===== config.mk =====
export PLATFORM = sky130hd
export DESIGN_NAME = lcd_line_timer
export DESIGN_NICKNAME = d
export VERILOG_FILES = /design/src/rtl/lcdt_pkg.sv /design/src/rtl/lcdt_counters.sv /design/src/rtl/lcdt_phase.sv /design/src/rtl/lcdt_regs.sv /design/src/rtl/lcdt_irq.sv /design/src/rtl/lcd_line_timer.sv
export SDC_FILE = /design/constraint.sdc
export NUM_CORES = 1
export LEC_CHECK = 0
export BUFFER_PORTS_ARGS = -buffer_cell sky130_fd_sc_hd__buf_4
export CORE_AREA = 2 2 51 77
export CTS_BUF_LIST = sky130_fd_sc_hd__clkbuf_16
export CTS_CLUSTER_SIZE = 16
export DETAILED_ROUTE_END_ITERATION = 8
export DIE_AREA = 0 0 53 79
export PLACE_DENSITY_LB_ADDON = 0.15
export SYNTH_ARGS = -nofsm -noshare
export SYNTH_HDL_FRONTEND = slang
export SYNTH_HIERARCHICAL = 1
export SYNTH_SLANG_ARGS = --single-unit

===== constraint.sdc =====
create_clock -name clk -period 3.75 [get_ports clk]
set_input_delay 0.1875 -clock clk [delete_from_list [all_inputs] [get_ports clk]]
set_output_delay 0.1875 -clock clk [all_outputs]
set_load 0.01 [all_outputs]

===== src/rtl/lcdt_pkg.sv =====
package lcdt_pkg;

  typedef enum logic [1:0] {
    PH_HBLANK = 2'b00,
    PH_VBLANK = 2'b01,
    PH_SEARCH = 2'b10,
    PH_XFER   = 2'b11
  } phase_e;

  localparam logic [1:0] RA_CTRL  = 2'd0;
  localparam logic [1:0] RA_STAT  = 2'd1;
  localparam logic [1:0] RA_LINE  = 2'd2;
  localparam logic [1:0] RA_MATCH = 2'd3;

  localparam int CTRL_RUN_BIT = 7;
  localparam int STAT_IE_LSB  = 3;
  localparam int NUM_SRC      = 4;

endpackage


===== src/rtl/lcdt_counters.sv =====
module lcdt_counters #(
  parameter int DOTS  = 456,
  parameter int LINES = 154,
  parameter int DW    = $clog2(DOTS),
  parameter int LW    = $clog2(LINES)
) (
  input  logic          clk,
  input  logic          rst_n,
  input  logic          run,
  input  logic          restart,
  output logic [DW-1:0] dot_q,
  output logic [LW-1:0] line_q,
  output logic          line_end
);

  localparam logic [DW-1:0] LAST_DOT  = DW'(DOTS - 1);
  localparam logic [LW-1:0] LAST_LINE = LW'(LINES - 1);

  assign line_end = run && (dot_q == LAST_DOT);

  always_ff @(posedge clk) begin
    if (!rst_n) begin
      dot_q  <= '0;
      line_q <= '0;
    end else if (!run || restart) begin
      dot_q  <= '0;
      line_q <= '0;
    end else if (line_end) begin
      dot_q  <= '0;
      line_q <= (line_q == LAST_LINE) ? '0 : line_q + LW'(1);
    end else begin
      dot_q <= dot_q + DW'(1);
    end
  end

endmodule


===== src/rtl/lcdt_phase.sv =====
module lcdt_phase
  import lcdt_pkg::*;
#(
  parameter int SEARCH_DOTS = 80,
  parameter int XFER_DOTS   = 172,
  parameter int VIS_LINES   = 144,
  parameter int DW          = 9,
  parameter int LW          = 8
) (
  input  logic          run,
  input  logic [DW-1:0] dot,
  input  logic [LW-1:0] line,
  input  logic [7:0]    match_line,
  output logic [1:0]    phase,
  output logic          coinc
);

  localparam logic [DW-1:0] XFER_START = DW'(SEARCH_DOTS);
  localparam logic [DW-1:0] HB_START   = DW'(SEARCH_DOTS + XFER_DOTS);
  localparam logic [LW-1:0] VB_FIRST   = LW'(VIS_LINES);

  phase_e ph;

  always_comb begin
    if (!run)                 ph = PH_HBLANK;
    else if (line >= VB_FIRST) ph = PH_VBLANK;
    else if (dot < XFER_START) ph = PH_SEARCH;
    else if (dot < HB_START)   ph = PH_XFER;
    else                       ph = PH_HBLANK;
  end

  assign phase = ph;
  assign coinc = run && (8'(line) == match_line);

endmodule


===== src/rtl/lcdt_regs.sv =====
module lcdt_regs
  import lcdt_pkg::*;
#(
  parameter int LW = 8
) (
  input  logic          clk,
  input  logic          rst_n,
  input  logic          wr,
  input  logic [1:0]    addr,
  input  logic [7:0]    wdata,
  input  logic [LW-1:0] line,
  input  logic [1:0]    phase,
  input  logic          coinc,
  output logic [7:0]    rdata,
  output logic          run,
  output logic [NUM_SRC-1:0] cond_en,
  output logic [7:0]    match_line,
  output logic          line_clear
);

  logic [7:0]         ctrl_q;
  logic [NUM_SRC-1:0] ie_q;
  logic [7:0]         match_q;

  assign line_clear = wr && (addr == RA_LINE);

  always_ff @(posedge clk) begin
    if (!rst_n) begin
      ctrl_q  <= '0;
      ie_q    <= '0;
      match_q <= '0;
    end else if (wr) begin
      case (addr)
        RA_CTRL:  ctrl_q  <= wdata;
        RA_STAT:  ie_q    <= wdata[STAT_IE_LSB +: NUM_SRC];
        RA_MATCH: match_q <= wdata;
        default:  ;
      endcase
    end
  end

  always_comb begin
    case (addr)
      RA_CTRL:  rdata = ctrl_q;
      RA_STAT:  rdata = {1'b0, ie_q, coinc, phase};
      RA_LINE:  rdata = 8'(line);
      default:  rdata = match_q;
    endcase
  end

  assign run        = ctrl_q[CTRL_RUN_BIT];
  assign cond_en    = ie_q;
  assign match_line = match_q;

endmodule


===== src/rtl/lcdt_irq.sv =====
module lcdt_irq
  import lcdt_pkg::*;
#(
  parameter int VIS_LINES = 144,
  parameter int LW        = 8
) (
  input  logic               clk,
  input  logic               rst_n,
  input  logic               run,
  input  logic               restart,
  input  logic               line_end,
  input  logic [LW-1:0]      line,
  input  logic [1:0]         phase,
  input  logic               coinc,
  input  logic [NUM_SRC-1:0] cond_en,
  output logic               stat_irq,
  output logic               vblank_irq
);

  localparam logic [LW-1:0] LAST_VIS = LW'(VIS_LINES - 1);

  logic [NUM_SRC-1:0] src;
  logic [NUM_SRC-1:0] gated;
  logic               cond_now;
  logic               cond_q;

  assign src[0] = (phase == PH_HBLANK);
  assign src[1] = (phase == PH_VBLANK);
  assign src[2] = (phase == PH_SEARCH);
  assign src[3] = coinc;

  for (genvar g = 0; g < NUM_SRC; g++) begin : g_gate
    assign gated[g] = cond_en[g] & src[g];
  end

  assign cond_now = run && (|gated);

  always_ff @(posedge clk) begin
    if (!rst_n) begin
      cond_q     <= 1'b0;
      stat_irq   <= 1'b0;
      vblank_irq <= 1'b0;
    end else begin
      cond_q     <= cond_now;
      stat_irq   <= cond_now && !cond_q;
      vblank_irq <= line_end && !restart && (line == LAST_VIS);
    end
  end

endmodule


===== src/rtl/lcd_line_timer.sv =====
module lcd_line_timer
  import lcdt_pkg::*;
#(
  parameter int DOTS_PER_LINE = 456,
  parameter int SEARCH_DOTS   = 80,
  parameter int XFER_DOTS     = 172,
  parameter int VIS_LINES     = 144,
  parameter int TOTAL_LINES   = 154,
  localparam int DOT_W        = $clog2(DOTS_PER_LINE),
  localparam int LINE_W       = $clog2(TOTAL_LINES)
) (
  input  logic              clk,
  input  logic              rst_n,
  input  logic              reg_wr,
  input  logic [1:0]        reg_addr,
  input  logic [7:0]        reg_wdata,
  output logic [7:0]        reg_rdata,
  output logic [1:0]        mode_o,
  output logic [LINE_W-1:0] line_o,
  output logic              vblank_irq,
  output logic              stat_irq
);

  logic               disp_en;
  logic               line_clear;
  logic               line_end;
  logic               coinc;
  logic [DOT_W-1:0]   dot;
  logic [LINE_W-1:0]  line;
  logic [1:0]         phase;
  logic [7:0]         match_line;
  logic [NUM_SRC-1:0] cond_en;

  lcdt_regs #(.LW(LINE_W)) u_regs (
    .clk        (clk),
    .rst_n      (rst_n),
    .wr         (reg_wr),
    .addr       (reg_addr),
    .wdata      (reg_wdata),
    .line       (line),
    .phase      (phase),
    .coinc      (coinc),
    .rdata      (reg_rdata),
    .run        (disp_en),
    .cond_en    (cond_en),
    .match_line (match_line),
    .line_clear (line_clear)
  );

  lcdt_counters #(
    .DOTS  (DOTS_PER_LINE),
    .LINES (TOTAL_LINES),
    .DW    (DOT_W),
    .LW    (LINE_W)
  ) u_cnt (
    .clk      (clk),
    .rst_n    (rst_n),
    .run      (disp_en),
    .restart  (line_clear),
    .dot_q    (dot),
    .line_q   (line),
    .line_end (line_end)
  );

  lcdt_phase #(
    .SEARCH_DOTS (SEARCH_DOTS),
    .XFER_DOTS   (XFER_DOTS),
    .VIS_LINES   (VIS_LINES),
    .DW          (DOT_W),
    .LW          (LINE_W)
  ) u_phase (
    .run        (disp_en),
    .dot        (dot),
    .line       (line),
    .match_line (match_line),
    .phase      (phase),
    .coinc      (coinc)
  );

  lcdt_irq #(
    .VIS_LINES (VIS_LINES),
    .LW        (LINE_W)
  ) u_irq (
    .clk        (clk),
    .rst_n      (rst_n),
    .run        (disp_en),
    .restart    (line_clear),
    .line_end   (line_end),
    .line       (line),
    .phase      (phase),
    .coinc      (coinc),
    .cond_en    (cond_en),
    .stat_irq   (stat_irq),
    .vblank_irq (vblank_irq)
  );

  assign mode_o = phase;
  assign line_o = line;

endmodule


==> metrics.txt <==
slowest stage delay, CP roughly 0.52 ns; sequential area share after synthesis 0.386; Post-DRT Antenna Nets 0; Main synth FF type dfxtp_1; syn avg cell area slightly below 10 µm²; Worst EP arrival around 2.0 ns; Post-synth top cells nand2_1, dfxtp_1, mux2i_1; Cell Area, Synth approximately 2100 µm²; Yosys top cell area share 0.386; cell count after placement 280; non-filler cells, final between 200 and 300; share of synthesized registers carrying an async set or reset 0; synth warn 6; RSZ-0062 raised after global routing no; Nets 260; P_leak 1.02 nW; Cell Chain, Critical Path nand4_1 -> o221ai_1 -> a21boi_0 -> mux4_2 -> buf_4; outcome finished clean; Post-synth EDFFs 0; Total Routed Length 4.80 mm; Post-Syn Instances 213; PortBufs 32; Via density ~6; Post-CTS Setup Bufs 0; Critical Path RT 3.56 ns; Die W 53 µm; pin count of the biggest net entering global routing 33; Num CTS Buffers 5; power consumption approximately 900 µW; Fin Hold WS 0.182 ns; measured slew at the worst slew-check pin roughly 0.56 ns; worst skew pair latency roughly 0.28 ns; Tmin final around 2.2 ns; Fillers between 200 and 300; f_max 452 MHz; area of the die 4190 µm²; first-pass GRT wire length 7.95 mm; setup TNS 0 ns; gr ovfl total 0; hold crit path type primary input to flip-flop; dominant cell type by area after synthesis dfxtp_1; # rows 27; Max VDD drop 404 µV; CTS Sinks 40; post-synth net total 229; #FFs+latches synth 40; DPL Wire Length approximately 3.3 mm; post_cts resized 0; H-tree levels 2; CTS Hold Bufs 0; Top delay family on crit path multiplexers; final core utilization 0.691; DIE HEIGHT 79 µm; Slew HR 0.625; WL per Instance 16.7 µm; io pins 33; gr usage total 0.259; ANT cells 0; PD cells between 300 and 400 nW/µm²; Worst path slowest cell mux4_2; fin crit share 0.591; clk_skew about 0.0045 ns; Final Hold Viols 0; Core ar. 3550 µm²; cell with the most instances after synthesis nand2_1; MaxCap Viol Count 0; Starting Density 0.584; Critical Path Sink Type primary output; Max clock buf depth 2; CP Max Fanout 7; worst path bufs/invs 1; Max Slew Vio Count 0; Yosys cell types 46; total vias in the final route approximately 1.7k; layout cells sized above 1 0.224; Pre-antenna DRT Iters 4; CTS tree built; critical path type flip-flop to primary output; vias in the first global route 1720; Reg clk slew, reported paths ~0.060 ns; # setup viols final 0; crit path launch type flip-flop; Syn-to-layout area delta 18.4%; root buffer cell clkbuf_16; DRC viols 0; initial antenna violation count 0; initial DRC count 41; RePlAce Congestion 0.777; setup slack, reg-to-reg around 1.8 ns; largest cells by area after synthesis dfxtp_1, mux2i_1, mux4_2
-- power breakdown --
group	total [mW]	leakage (nW)	internal [mW]	switching [mW]
Combinational	0.0607	0.627	0.0306	0.0301
Sequential	0.439	0.324	0.433	0.00643
Clock	0.402	0.0687	0.241	0.161
Total	0.903	1.02	0.705	0.198
-- worst paths after layout --
kind,startpoint,to,cells past startpoint
worst max-delay path,u_cnt/dot_q[4],reg_rdata[0],5
worst min-delay path,reg_wdata[7],u_regs/match_line[7],3
worst max register to register,u_cnt/dot_q[4],u_irq/cond_q,6
worst min register to register,u_regs/ctrl_q[2],u_regs/ctrl_q[2],2
-- layout by cell type (no fill, tap or decap), drive strengths merged, types with 3 or more instances in the layout --
cell type,netlist,routed
nor4b,3,3
or4,3,3
mux4,7,7
nor2,13,13
and3,6,6
nand4,5,5
ha,3,3
a21oi,4,4
nand2,41,41
o21ai,5,5
inv,3,4
clkbuf,4,5
xor2,3,3
nand3,7,7
mux2i,21,21
buf,4,32
xnor2,12,12
dfxtp,40,40
-- state kept, by name (all words and copies together), names as in the netlist --
register,flops
u_cnt/dot_q,9
u_cnt/line_q,8
u_regs/ctrl_q,8
u_regs/match_line,8
u_regs/cond_en,4
u_irq/cond_q,1
u_irq/stat_irq,1
u_irq/vblank_irq,1
-- kinds of logic after synthesis --
logic type / Yosys count / share of synthesized area
fa+ha+maj: 3 / 0.0181
buf+inv: 11 / 0.0314
compound gates: 21 / 0.0755
mux: 29 / 0.183
flops: 40 / 0.386
xor+xnor: 15 / 0.0634
simple gates: 94 / 0.242
-- through the flow --
| stage | instance area, µm² | worst slack, ns |
|---|---|---|
| 4_1_cts | 2450 | 1.53 |
| 3_5_place_dp | 2310 | 1.83 |
| 6_report | 2450 | 1.54 |
| 2_1_floorplan | 2070 | 1.91 |
| 5_1_grt | 2450 | 1.44 |
| 3_3_place_gp | 2310 | 1.87 |
-- worst register-to-register path, delay by kind of cell (launching register included) --
kind | cells | cell delay [ns]
AOI/OAI and AO/OA | 4 | 0.83
and+or+nand+nor | 1 | 0.21
DFF | 1 | 0.50
muxes | 1 | 0.28
-- cell type report --
type                       count  area, µm²  area share
inverter                       3       11.3     0.00459
clock inverter                 3       15.0     0.00612
multi-input combinational    162       1210       0.492
clock buffer                   5        125      0.0510
sequential                    40        801       0.327
tap                           43       53.8      0.0219
timing repair buffer          32        240      0.0980
-- metal layers --
layer  up-vias  global-route usage  share of wire
li1        837                   -              -
met3        11              0.0432          0.040
met5         -                   0              0
met4         0               0.100          0.023
met1       817               0.297           0.39
met2        55               0.461           0.54
Power figures use the tool's default switching activity.
